===== src/rtl/nand_cmd_seq.sv =====
`timescale 1ns/1ps
module nand_cmd_seq #(
  parameter int COL_W      = 10,
  parameter int PAGE_W     = 20,
  parameter int PAGE_BYTES = 512,
  parameter int HALF_BYTES = 256,
  parameter int WAIT_TICKS = 20,
  parameter int RDY_BIT    = 6
) (
  input  logic              clk,
  input  logic              rst_n,
  input  logic              cfg_we,
  input  logic [8:0]        cfg_wdata,
  input  logic              req_valid,
  input  logic [7:0]        req_cmd,
  input  logic              req_has_col,
  input  logic [COL_W-1:0]  req_col,
  input  logic              req_has_page,
  input  logic [PAGE_W-1:0] req_page,
  input  logic              req_wide,
  input  logic              req_large,
  input  logic              rb_present,
  input  logic              ce_sel,
  output logic              busy,
  output logic              done,
  output logic              nand_ce_n,
  output logic              nand_cle,
  output logic              nand_ale,
  output logic              nand_we_n,
  output logic              nand_re_n,
  output logic [7:0]        nand_dq_out,
  output logic              nand_dq_oe,
  input  logic [7:0]        nand_dq_in
);
  localparam int NSLOT = 6;
  localparam int WT_W = $clog2(WAIT_TICKS + 1);
  localparam logic [7:0] RDY_MASK = 8'(1 << RDY_BIT);
  localparam logic [7:0] OP_SEQIN = 8'h80, OP_PROG = 8'h10, OP_ESET = 8'h60,
                         OP_ECONF = 8'hD0, OP_STAT = 8'h70, OP_RST = 8'hFF,
                         OP_PTRA = 8'h00, OP_PTRB = 8'h01, OP_PTRS = 8'h50;

  typedef enum logic [2:0] {ST_IDLE, ST_SEQ, ST_WAIT, ST_SCMD, ST_SRD, ST_FIN} st_t;
  typedef enum logic [1:0] {PH_SET, PH_STB, PH_HLD} ph_t;
  typedef enum logic [1:0] {TL_NONE, TL_WAIT, TL_POLL} tail_t;

  st_t              st;
  ph_t              ph;
  tail_t            tail, new_tail;
  logic [2:0]       cnt, lim, cur;
  logic [8:0]       cfg;
  logic [NSLOT-1:0] slot_mask, new_mask, rest_mask;
  logic [7:0]       slot_byte [NSLOT];
  logic [7:0]       new_byte  [NSLOT];
  logic [WT_W-1:0]  wcnt;
  logic             stat_ok, ph_end, is_seqin, drive;
  logic [COL_W-1:0] col_adj;
  logic [7:0]       ptr_op;

  assign is_seqin = (req_cmd == OP_SEQIN);

  always_comb begin
    col_adj = req_col;
    ptr_op  = OP_PTRA;
    if (is_seqin) begin
      if (req_col >= COL_W'(PAGE_BYTES)) begin
        ptr_op  = OP_PTRS;
        col_adj = req_col - COL_W'(PAGE_BYTES);
      end else if (req_col >= COL_W'(HALF_BYTES)) begin
        ptr_op  = OP_PTRB;
        col_adj = req_col - COL_W'(HALF_BYTES);
      end
    end
    if (req_wide) col_adj = col_adj >> 1;
  end

  assign new_byte[0] = ptr_op;
  assign new_byte[1] = req_cmd;
  assign new_byte[2] = 8'(col_adj);
  assign new_byte[3] = 8'(req_page);
  assign new_byte[4] = 8'(req_page >> 8);
  assign new_byte[5] = {4'b0000, 4'(req_page >> 16)};
  assign new_mask = {req_large & req_has_page, req_has_page, req_has_page,
                     req_has_col, 1'b1, is_seqin};

  always_comb begin
    case (req_cmd)
      OP_PROG, OP_ESET, OP_ECONF, OP_SEQIN, OP_STAT: new_tail = TL_NONE;
      OP_RST:  new_tail = rb_present ? TL_NONE : TL_POLL;
      default: new_tail = rb_present ? TL_NONE : TL_WAIT;
    endcase
  end

  always_comb begin
    cur = 3'd0;
    for (int i = NSLOT - 1; i >= 0; i--)
      if (slot_mask[i]) cur = 3'(i);
  end
  assign rest_mask = slot_mask & ~(NSLOT'(1) << cur);

  always_comb begin
    case (ph)
      PH_SET:  lim = cfg[2:0];
      PH_STB:  lim = cfg[5:3];
      default: lim = cfg[8:6];
    endcase
  end
  assign ph_end = (cnt == lim);

  assign drive       = (st == ST_SEQ) || (st == ST_SCMD);
  assign busy        = (st != ST_IDLE);
  assign done        = (st == ST_FIN);
  assign nand_ce_n   = ~ce_sel;
  assign nand_cle    = ((st == ST_SEQ) && (cur < 3'd2)) || (st == ST_SCMD);
  assign nand_ale    = (st == ST_SEQ) && (cur >= 3'd2);
  assign nand_we_n   = !(drive && (ph == PH_STB));
  assign nand_re_n   = !((st == ST_SRD) && (ph == PH_STB));
  assign nand_dq_oe  = drive;
  assign nand_dq_out = (st == ST_SCMD) ? OP_STAT : (st == ST_SEQ) ? slot_byte[cur] : 8'h00;

  always_ff @(posedge clk or negedge rst_n) begin
    if (!rst_n) begin
      st        <= ST_IDLE;
      ph        <= PH_SET;
      tail      <= TL_NONE;
      cnt       <= '0;
      cfg       <= 9'h1FF;
      slot_mask <= '0;
      wcnt      <= '0;
      stat_ok   <= 1'b0;
      for (int i = 0; i < NSLOT; i++) slot_byte[i] <= 8'h00;
    end else begin
      case (st)
        ST_IDLE: begin
          if (cfg_we) cfg <= cfg_wdata;
          if (req_valid) begin
            st        <= ST_SEQ;
            ph        <= PH_SET;
            cnt       <= '0;
            slot_mask <= new_mask;
            tail      <= new_tail;
            for (int i = 0; i < NSLOT; i++) slot_byte[i] <= new_byte[i];
          end
        end
        ST_WAIT: begin
          wcnt <= wcnt + 1'b1;
          if (wcnt == WT_W'(WAIT_TICKS - 1)) begin
            wcnt <= '0;
            if (tail == TL_POLL) begin
              st  <= ST_SCMD;
              ph  <= PH_SET;
              cnt <= '0;
            end else begin
              st <= ST_FIN;
            end
          end
        end
        ST_FIN: st <= ST_IDLE;
        default: begin
          if (ph_end) begin
            cnt <= '0;
            case (ph)
              PH_SET:  ph <= PH_STB;
              PH_STB:  ph <= PH_HLD;
              default: ph <= PH_SET;
            endcase
          end else begin
            cnt <= cnt + 1'b1;
          end
          if ((st == ST_SRD) && (ph == PH_STB) && ph_end)
            stat_ok <= |(nand_dq_in & RDY_MASK);
          if ((ph == PH_HLD) && ph_end) begin
            if (st == ST_SEQ) begin
              slot_mask <= rest_mask;
              if (rest_mask == '0) st <= (tail == TL_NONE) ? ST_FIN : ST_WAIT;
            end else if (st == ST_SCMD) begin
              st <= ST_SRD;
            end else if (stat_ok) begin
              st <= ST_FIN;
            end
          end
        end
      endcase
    end
  end


  idle_quiet_chk: assert property (@(posedge clk) disable iff (!rst_n)
    !busy |-> (nand_we_n && nand_re_n && !nand_cle && !nand_ale && !nand_dq_oe && !done));

  strobe_latch_chk: assert property (@(posedge clk) disable iff (!rst_n)
    !nand_we_n |-> (nand_cle != nand_ale) && nand_dq_oe);

  byte_stable_fall_chk: assert property (@(posedge clk) disable iff (!rst_n)
    $fell(nand_we_n) |-> $stable(nand_dq_out) && $stable(nand_cle) && $stable(nand_ale));

  byte_stable_rise_chk: assert property (@(posedge clk) disable iff (!rst_n)
    $rose(nand_we_n) |-> $stable(nand_dq_out) && $stable(nand_cle) && $stable(nand_ale));

  read_strobe_clean_chk: assert property (@(posedge clk) disable iff (!rst_n)
    !nand_re_n |-> (nand_we_n && !nand_cle && !nand_ale && !nand_dq_oe));

  done_single_chk: assert property (@(posedge clk) disable iff (!rst_n)
    done |=> !done);

  done_in_busy_chk: assert property (@(posedge clk) disable iff (!rst_n)
    done |-> busy);

  busy_holds_chk: assert property (@(posedge clk) disable iff (!rst_n)
    (busy && !done) |=> busy);
endmodule


===== config.mk =====
export PLATFORM = sky130hd
export DESIGN_NAME = nand_cmd_seq
export DESIGN_NICKNAME = d
export VERILOG_FILES = /design/src/rtl/nand_cmd_seq.sv
export SDC_FILE = /design/constraint.sdc
export NUM_CORES = 1
export LEC_CHECK = 0
export BUFFER_PORTS_ARGS = -buffer_cell sky130_fd_sc_hd__buf_2
export CAP_MARGIN = 40
export CORE_MARGIN = 2
export CORE_UTILIZATION = 45
export CTS_BUF_LIST = sky130_fd_sc_hd__clkbuf_8
export DETAILED_ROUTE_END_ITERATION = 7
export GPL_TIMING_DRIVEN = 1
export PLACE_DENSITY = 0.76
export SETUP_SLACK_MARGIN = 0.2
export SLEW_MARGIN = 20
export SYNTH_ARGS = -nofsm -noshare
export SYNTH_HDL_FRONTEND = slang
export SYNTH_SLANG_ARGS = --single-unit
export TNS_END_PERCENT = 5

===== constraint.sdc =====
create_clock -name clk -period 5.5 [get_ports clk]
set_input_delay 1.375 -clock clk [delete_from_list [all_inputs] [get_ports clk]]
set_output_delay 1.375 -clock clk [all_outputs]
set_load 0.05 [all_outputs]

# Yosys cells after proc, flatten, opt, wreduce, memory -nomap -nowiden
# Cells that the tools add are included.
# op_classes
div_mod_pow	0
shift	1
n_bitwise	8
muxes	48
reduce_logical	30
mul	0
eq_ne	20
add_sub_neg	4
order_cmp	5
# op_table
cell	n
3-bit 2-to-1 mux	19
8-bit 2-to-1 mux	7
9-bit 2-to-1 mux	3
8-bit binary-select mux with 3-bit select	1
8-bit equality test (second input constant)	3
6-bit 2-to-1 mux	3
3-bit one-hot mux with 3 select lines	2
8-bit by 7-bit equality test with 1-bit output (second input constant)	2
6-bit one-hot mux with 2 select lines	1
10-bit >= comparator (second input constant)	1
10-bit by 9-bit >= comparator with 1-bit output (second input constant)	1
2-bit 2-to-1 mux	5
5-bit AND reduction	2
9-bit by 1-bit subtractor with 9-bit output (second input constant)	1
9-bit subtractor (second input constant)	1
8-bit by 5-bit equality test with 1-bit output (second input constant)	1
2-bit one-hot mux with 2 select lines	2
4-bit AND reduction	2
6-bit AND	1
3-bit by 2-bit equality test with 1-bit output (second input constant)	2
3-bit equality test (second input constant)	2
1-bit logical AND	6
6-bit logical NOT	1
2-bit != test (second input constant)	3
other kinds (32)	44
# word_totals
output_inout_bits	16
register_bits	75
in_bits	65
n_memories	0
latchBits	0
ram_bits	0
romBits	0

# Logic depth before layout (Yosys ltp)
# Gate-level depths: netlist of run 1.
# logic_depth
ltp_word	14
ltp_mapped	8
mapped_depth_nobuf	6

# Least setup slack after synthesis of run 1
# No wires, ideal clock.
# synth_timing
path_kind	flip-flop to output port
startpoint	register st[2]
endpoint	output nand_dq_out[0]
slack_ns	1.926
required_time_ns	4.125
arrival_ns	2.199
stages_incl_launch_ff	6
n_path_buf	1
path_cell_list	dfrtp_1 > clkbuf_1 > nand2b_1 > inv_1 > nand2_1 > a21oi_1
# synth_between
elab_chain_len	3
elab_cells_between_ends	4
cone_classes	eq/ne (2); mux (2)
# synth_lines
item	line_no	rtl
start, declared	46	st_t st;
start signal, assigned	174	if (rest_mask == '0) st <= (tail == TL_NONE) ? ST_FIN : ST_WAIT;
3-bit by 1-bit equality test with 1-bit output	118	assign nand_dq_out = (st == ST_SCMD) ? OP_STAT : (st == ST_SEQ) ? slot_byte[cur] : 8'h00;
8-bit 2-to-1 mux	118	
8-bit 2-to-1 mux *	118	
end, declared	31	output logic [7:0] nand_dq_out,
# Mark *: on every way between the ends. The rest lies on a longest branch, timed or not.

# Final worst setup path of run 1
# layout_timing
startpoint	register slot_mask[3]
endpoint	output nand_dq_out[3]
# layout_between
elab_chain_len	10
# layout_lines
item	line_no	rtl
start, declared	51	logic [NSLOT-1:0] slot_mask, new_mask, rest_mask;
start signal, assigned	139	slot_mask <= new_mask;
start signal, assigned	173	slot_mask <= rest_mask;
3-bit 2-to-1 mux (4 in a row)	96	if (slot_mask[i]) cur = 3'(i);
3-bit inverter with 4-bit output (implied by the code)	118	
8-bit binary-select mux with 3-bit select	118	
8-bit 2-to-1 mux (implied by the code) (2 in a row)	118	
8-bit 2-to-1 mux (2 in a row)	118	
# No other way between the ends. The select of a mux whose other input is x is not followed.

==> results of run 1 <==
==> layer usage <==
metal	global-route usage	wire, um
met1	0.277	3990
met2	0.376	4720
met3	0.0376	507
met4	0.112	325
met5	0	0
==> flip-flops by register name (all words and copies together), names as in the netlist <==
| name | count |
|---|---|
| st | 3 |
| tail | 2 |
| wcnt | 5 |
| ph | 2 |
| stat_ok | 1 |
| slot_byte | 38 |
| cfg | 9 |
| cnt | 3 |
| slot_mask | 6 |
==> through the flow <==
| stage | util | cell area (um^2) |
|---|---|---|
| 3_3_place_gp | 0.512 | 4230 |
| 5_1_grt | 0.539 | 4450 |
| 6_report | 0.539 | 4450 |
| 3_5_place_dp | 0.512 | 4230 |
| 4_1_cts | 0.539 | 4450 |
| 2_1_floorplan | - | 3830 |
==> cell families after synthesis <==
group / after synthesis / share of synthesized area
multiplexers: 24 / 0.0679
buffers and inverters: 40 / 0.0441
AND/OR/NAND/NOR: 211 / 0.260
AO/OA/AOI/OAI: 97 / 0.164
XOR/XNOR: 2 / 0.00457
flip-flops: 69 / 0.453
adder cells (fa/ha/maj): 2 / 0.00653
==> worst max-delay path, delay by kind of cell (launching register included) <==
| family | cells | cell delay [ps] |
|---|---|---|
| compound gates | 2 | 330 |
| buf+inv | 1 | 300 |
| flops | 1 | 580 |
| simple gates | 2 | 960 |
==> synth_stat cells (3+ instances only) <==
library cell | number | area [um^2]
buf_2 | 6 | 30.0
o41ai_1 | 4 | 35.0
inv_1 | 11 | 41.3
buf_1 | 3 | 11.3
a211oi_1 | 3 | 22.5
o21ai_0 | 21 | 105
nor2b_1 | 14 | 87.6
nor3b_1 | 4 | 30.0
mux2i_1 | 11 | 110
o22ai_1 | 5 | 31.3
clkbuf_1 | 17 | 63.8
o211ai_1 | 9 | 67.6
nand2_1 | 109 | 409
a21oi_1 | 28 | 140
a211o_1 | 4 | 35.0
a221oi_1 | 5 | 43.8
a31oi_1 | 3 | 18.8
nand2b_1 | 9 | 56.3
nand4_1 | 3 | 18.8
nand3_1 | 8 | 40.0
dfrtp_1 | 60 | 1500
nor3_1 | 13 | 65.1
dfstp_2 | 9 | 236
mux2_2 | 12 | 135
nor2_1 | 30 | 113
==> area by class of cell <==
cell class / count / area [um^2]
Fill cell: 803 / 3800
Clock buffer: 10 / 138
Timing Repair Buffer: 76 / 388
Multi-Input combinational cell: 336 / 1930
Clock inverter: 6 / 87.6
Tap cell: 105 / 131
Sequential cell: 69 / 1740
Inverter: 12 / 45.0
==> worst min-delay path by stage <==
stage                                            to                 startpoint  slack (ps)  cells past startpoint
after floorplan           slot_byte[15]$_DFFE_PN0P_  slot_byte[15]$_DFFE_PN0P_         450                      2
after global placement    slot_byte[34]$_DFFE_PN0P_  slot_byte[34]$_DFFE_PN0P_         460                      2
after detailed placement  slot_byte[33]$_DFFE_PN0P_  slot_byte[33]$_DFFE_PN0P_         470                      2
after CTS                 slot_byte[33]$_DFFE_PN0P_  slot_byte[33]$_DFFE_PN0P_         480                      2
after global routing      slot_byte[22]$_DFFE_PN0P_  slot_byte[22]$_DFFE_PN0P_         500                      2
final                     slot_byte[33]$_DFFE_PN0P_  slot_byte[33]$_DFFE_PN0P_         480                      2
==> power breakdown <==
part	internal, mW	total (mW)	switching [mW]	leakage, nW
combinational	0.0191	0.0432	0.0241	1.16
sequential	0.507	0.507	0	0.901
clock	0.268	0.472	0.204	0.110
total	0.794	1.02	0.228	2.17
==> impl_metrics.ini, run 1 <==
[run_status]
status = completed

[setup_path]
r2r_start = st[1]$_DFFE_PN0P_
setup.worst_path.class = register to primary output
crit_path_end = nand_dq_out[3]
crit_path_end_kind = primary output
start_kind = register
r2r_slack_ps = 3150
arrival_ps = 2520
ff2ff_path_depth = 5
crit_start = slot_mask[3]$_DFFE_PN0P_
slowest_stage = or4_4
crit_chain = or4_4 > nor2_1 > a22oi_1 > a21oi_1 > buf_2
path_max_fanout = 17
worstReg2RegEnd = st[0]$_DFFE_PN0P_
max_stage_delay_ps = 630
worstPathRequired_ps = 4120

[synth]
synth.distinct_cells = 58
async_flop_share = 1.00
yosysSeqAreaShare = 0.453
netlist_area_um2 = 3830
ys_ff_latch = 69
synth_fp_nets = 512
synth_edf_count = 0
syn_inst = 445
synth_flop_cell = dfrtp_1
synth_area_per_cell_um2 = 8.62
yosys_warnings = 0

[placement]
dpl.hpwl_mm = 6.88
gp_congestion = 0.844
dp_cells = 598
pre_cts_ws_ps = 1980
io_buffers = 73

[floorplan]
ioPinCount = 81
fp.dieH_um = 96.3
die_w_um = 96.3
initial_utilization = 0.464
die_area_um2 = 9270
core_um2 = 8260
rows = 33

[sta]
hold_viol = 0
final_max_slew_viol_count = 0
period_share = 0.709
setup_viol = 0
tightest_slew_ps = 633
rsz0062_at_grt = no
fin_crit_ps = 3900
finalSetupTns_ps = 0
whs_ps = 480
finalWorstSetupSlack_ps = 1600
slew_headroom = 0.578
fmax_ghz = 0.256
finClkSkew_ps = 13.0

[cells_and_area]
final_cell_mix = nand2_1, buf_2, dfrtp_1
layout.cells.non_filler = 614
area_growth_pct = 16.2
nNetsFinal = 571
antenna_cells = 0
drive_above_1_share = 0.232
layout_commonest_cell = nand2_1

[power]
power.total_mw = 1.02
leakagePower_nw = 2.17
p_per_area_nw_per_um2 = 230
ir_worst_vdd_v = 0.000221

[clock_tree]
cts_root_buffer = clkbuf_8
cts_buffer_depth = 2
clock_latency_ps = 360
clk_pin_slew_ps = 70
h-tree-depth = 3
cts_tree = done
post_cts_buffers = 0
cts_buffers = 9
cts_resized = 0
hold_buffers = 0
clkSinkCount = 69

[detailed_routing]
vias_per_cell = 5.71
final_antenna_net_count = 0
routedWlPerCell_um = 15.5
drc = 0
drt-total-wl_mm = 9.54
drtIter0Drc = 246
dr.pass1.iters = 4
vias = 3503

[job]
maxCapViolations = 0

[global_routing]
grt_max_degree = 53
grt_first_pass_wirelength_mm = 15.9
grt_pass1_vias = 3428
track_usage = 0.223
antenna_found_initial = 0
overflow = 0

[worst_hold_path]
min_path_type = register to register
Power figures use the tool's default switching activity.
==> inputs of run 2 (changes only) <==
Settings changed: PLACE_DENSITY 0.76 to 0.78.
Clock period 5.5 ns to 3.22 ns, I/O delays scaled along.
==> run 2 against run 1 <==
Against the previous run:
- global-route usage shrank 0.098 points
- clock power grew 80%
- utilization grew 1.2 points
- critical path type unchanged
- critical endpoint is now nand_dq_out[5]
==> impl_metrics.ini, run 2 (synthesis gave the netlist of run 1 again) <==
[global_routing]
grt_max_degree = 53
grt_first_pass_wirelength_mm = 16.0
grt.met2_usage = 0.383
grt_use_met3 = 0.0486
track_usage = 0.222
grt_util_met1 = 0.276
busiest_layer = met2
antenna_found_initial = 0
overflow = 0
grt_pass1_vias = 3422

[setup_path]
crit_path_end_kind = primary output
crit_start = slot_mask[3]$_DFFE_PN0P_
worstPathRequired_ps = 2410
arrival_ps = 2190
setup.worst_path.class = register to primary output
path_max_fanout = 11
start_kind = register
r2r_start = wcnt[0]$_DFFE_PN0P_

[sta]
period_share = 0.932
setup_viol = 0
slew_headroom = 0.627
hold_viol = 0
rsz0062_at_grt = yes
finClkSkew_ps = 9.23
whs_ps = 368
finalSetupTns_ps = 0
tightest_slew_ps = 556
final_max_slew_viol_count = 0
fmax_ghz = 0.333
fin_crit_ps = 3000

[power]
leakagePower_nw = 2.22
ir_worst_vdd_v = 0.000268
p_per_area_nw_per_um2 = 394

[clock_tree]
cts_tree = done
h-tree-depth = 3
cts_buffers = 9
cts_buffer_depth = 2
clkSinkCount = 69
clk_pin_slew_ps = 80
clock_latency_ps = 340
cts_root_buffer = clkbuf_8

[cells_and_area]
largestRegisters = slot_byte x38, cfg x9, slot_mask x6
largest_reg_flops = 38
regMostFlops = slot_byte
layout_commonest_cell = nand2_1
final_cell_mix = nand2_1, buf_2, dfrtp_1
num-fill-cells = 798
fin_area_um2 = 4550
nNetsFinal = 578
multi_input_area_um2 = 1950
seqCellArea_um2 = 1740
drive_above_1_share = 0.252
antenna_cells = 0
area_growth_pct = 18.7

[detailed_routing]
vias_per_cell = 5.63
drt-total-wl_mm = 9.60
routedWlPerCell_um = 15.5
vias = 3494
dr.pass1.iters = 5
drtIter0Drc = 189
drc = 0
final_antenna_net_count = 0

[placement]
dpl.hpwl_mm = 7.03
placed_area_um2 = 4280
io_buffers = 73
gp_congestion = 0.873

[worst_hold_path]
min_path_type = input pin to async pin

[floorplan]
die_w_um = 96.3
rows = 33
core_um2 = 8260
initial_utilization = 0.464
die_area_um2 = 9270
ioPinCount = 81
fp.dieH_um = 96.3

[job]
maxCapViolations = 0

[run_status]
status = completed
## run 2: cell count changes in the layout (fill, tap and decap cells not counted), sizes merged
cell      before  now
inv           13   14
clkbuf        10   12
bufinv         2    3
buf           76   80
clkinv         1    2
clkinvlp       2    0
## run 2: layout make-up
cell class / instances / area share
Clock inverter: 7 / 0.0253
Clock buffer: 9 / 0.0272
Tap cell: 105 / 0.0289
Timing Repair Buffer: 83 / 0.0984
Inverter: 12 / 0.00990
Sequential cell: 69 / 0.382
Multi-Input combinational cell: 336 / 0.428
## run 2: what timing repair did
action	4_1_cts	5_1_grt
setup endpoints to repair	6	8
gates resized for setup	1	8
hold endpoints to repair	0	0
hold buffers	0	0
pin swaps	0	0
setup buffers	0	0
## run 2: report_power, final
part,switching [mW],internal (mW),leakage (nW)
sequential,0,0.866,0.901
combinational,0.0422,0.0335,1.19
clock,0.338,0.513,0.126
## run 2: metal layers
metal  share of wire  vias to the layer above
li1                -                     1691
met1            0.41                     1665
met2            0.51                      125
met3           0.059                       13
met4           0.016                        0
met5               0                        -
## run 2: worst max-delay path, cell delays in order, from the launching register on
cell and delay (ps):
dfrtp_1 480, buf_4 230, nor2b_2 300, a211oi_1 100
nor3_1 170, o21ai_0 100, a21oi_1 180, buf_2 300
## run 2: through the flow
step | utilization | std cells | setup slack, ps | total power [mW]
after floorplan | - | 445 | 216 | 0.898
after global placement | 0.518 | 605 | 477 | 0.958
after detailed placement | 0.518 | 605 | 502 | 0.961
after CTS | 0.548 | 621 | 144 | 1.80
after global routing | 0.551 | 621 | 120 | 1.85
final | 0.551 | 621 | 220 | 1.79
## run 2: path summary, 6_finish.rpt
kind / end / slack [ps] / cells after the start
max: nand_dq_out[5] / 220 / 7
min: slot_byte[16]$_DFFE_PN0P_ / 370 / 1
max reg2reg: st[0]$_DFFE_PN0P_ / 950 / 6
min reg2reg: slot_byte[33]$_DFFE_PN0P_ / 480 / 2
max in group asynchronous: slot_mask[3]$_DFFE_PN0P_ / 2150 / 2
min in group clk: slot_byte[33]$_DFFE_PN0P_ / 480 / 2
==> inputs of run 3 (changes only) <==
Settings changed: CELL_PAD_IN_SITES_DETAIL_PLACEMENT set to 1, CELL_PAD_IN_SITES_GLOBAL_PLACEMENT set to 1, CORE_UTILIZATION 45 to 38, PLACE_DENSITY 0.78 to 0.86.
==> run 3 against run 2 <==
Against the previous run:
- final cell count rose by 5.0%
- combinational power up 6.5%
- die area is 18% higher
- flip-flop and latch count unchanged
- largest power group is now clock
- global-route usage fell by 0.89 points
- fmax grew 3.5%
- critical endpoint is now nand_dq_out[3]
- critical path type unchanged
- worst hold slack improved by 110 ps
- critical path depth decreased by 2
==> impl_metrics.ini, run 3 (synthesis gave the netlist of run 1 again) <==
[floorplan]
initial_utilization = 0.392
rows = 36
core_um2 = 9770
die_w_um = 104
fp.dieH_um = 104
ioPinCount = 81
die_area_um2 = 10900

[placement]
dpl.hpwl_mm = 8.32
dp_cells = 633
io_buffers = 73
gp_congestion = 0.853

[setup_path]
start_kind = register
setup.worst_path.class = register to primary output
arrival_ps = 2090
r2r_slack_ps = 740
worstPathRequired_ps = 2410
crit_path_end_kind = primary output
path_max_fanout = 6

[sta]
finClkSkew_ps = 10.5
finalSetupTns_ps = 0
rsz0062_at_grt = yes
slew_headroom = 0.607
final_max_slew_viol_count = 0
period_share = 0.900
setup_viol = 0
tightest_slew_ps = 585
fmax_ghz = 0.345
fin_crit_ps = 2900
hold_viol = 0

[power]
ir_worst_vdd_v = 0.000221
p_per_area_nw_per_um2 = 390
leakagePower_nw = 2.24

[detailed_routing]
drt-total-wl_mm = 11.4
vias = 3572
routedWlPerCell_um = 17.6
vias_per_cell = 5.48
dr.pass1.iters = 5
drc = 0
final_antenna_net_count = 0
drtIter0Drc = 166

[cells_and_area]
antenna_cells = 0
layout.cells.non_filler = 652
regMostFlops = slot_byte
layout_commonest_cell = nand2_1
drive_above_1_share = 0.268
area_growth_pct = 21.8
nNetsFinal = 581
final_cell_mix = nand2_1, buf_2, dfrtp_1
largest_reg_flops = 38
largestRegisters = slot_byte x38, cfg x9, slot_mask x6

[global_routing]
antenna_found_initial = 0
grt_first_pass_wirelength_mm = 18.7
grt_max_degree = 35
overflow = 0
track_usage = 0.213
grt_pass1_vias = 3675

[worst_hold_path]
min_path_type = input pin to async pin

[run_status]
status = completed

[clock_tree]
clock_latency_ps = 360
clkSinkCount = 69
h-tree-depth = 3
cts_buffers = 9
cts_buffer_depth = 2
cts_root_buffer = clkbuf_8
clk_pin_slew_ps = 90
hold_buffers = 0
cts_tree = done

[job]
maxCapViolations = 0
==> run 3: cell count changes in the layout (fill, tap and decap cells not counted), moves of 2 or more <==
| cell | delta |
|---|---|
| dfrtp_1 | -3 |
| dfrtp_2 | +3 |
| buf_12 | +2 |
| clkbuf_4 | -2 |
==> run 3: through the flow <==
stage	total power [mW]	cell area (um^2)	setup slack, ps	hold slack (ps)	util
after CTS	1.84	4620	185	479	0.473
after floorplan	0.898	3830	216	446	-
after global placement	0.960	4320	385	465	0.442
after detailed placement	0.965	4360	386	468	0.446
after global routing	1.89	4670	194	475	0.478
final	1.82	4670	321	477	0.478
==> run 3: area by class of cell <==
type	instances	area (um^2)
timing repair buffer	86	513
clock buffer	9	124
fill	1204	5110
sequential	69	1740
inverter	12	45.0
tap	133	166
multi-input combinational	336	1960
clock inverter	7	115
==> run 3: what timing repair did <==
item | CTS | global route
pin swaps | 1 | 0
gates resized for setup | 7 | 8
setup endpoints to repair | 8 | 8
setup buffers | 0 | 3
==> run 3: critical path, cell delays in order (launching register included) <==
cell     delay (ps)
dfrtp_2         460
or4_4           580
nor2_4          160
a22oi_1          90
a21oi_1         210
buf_4           230
==> run 3: path summary, 6_finish.rpt <==
path / start / endpoint / cells after the start
max in group asynchronous: rst_n / cfg[6]$_DFFE_PN1P_ / 2
setup reg to reg: st[0]$_DFFE_PN0P_ / slot_byte[40]$_DFFE_PN0P_ / 7
min in group clk: slot_byte[9]$_DFFE_PN0P_ / slot_byte[9]$_DFFE_PN0P_ / 2
hold reg to reg: slot_byte[9]$_DFFE_PN0P_ / slot_byte[9]$_DFFE_PN0P_ / 2
setup / recovery: slot_mask[3]$_DFFE_PN0P_ / nand_dq_out[3] / 5
hold / removal: rst_n / cfg[0]$_DFFE_PN1P_ / 1
==> run 3: power by group <==
| part | leakage [nW] | switching, mW | internal [mW] |
|---|---|---|---|
| clock network | 0.121 | 0.363 | 0.512 |
| logic | 1.23 | 0.0436 | 0.0369 |
| registers | 0.897 | 0 | 0.866 |
==> run 3: per-layer routing <==
| metal | GRT usage | share of wire | vias to the layer above | routed length [um] |
|---|---|---|---|---|
| li1 | - | - | 1694 | - |
| met3 | 0.0376 | 0.034 | 16 | 387 |
| met5 | 0 | 0 | - | 0 |
| met4 | 0.0598 | 0.016 | 0 | 188 |
| met2 | 0.381 | 0.52 | 79 | 5980 |
| met1 | 0.263 | 0.43 | 1783 | 4890 |
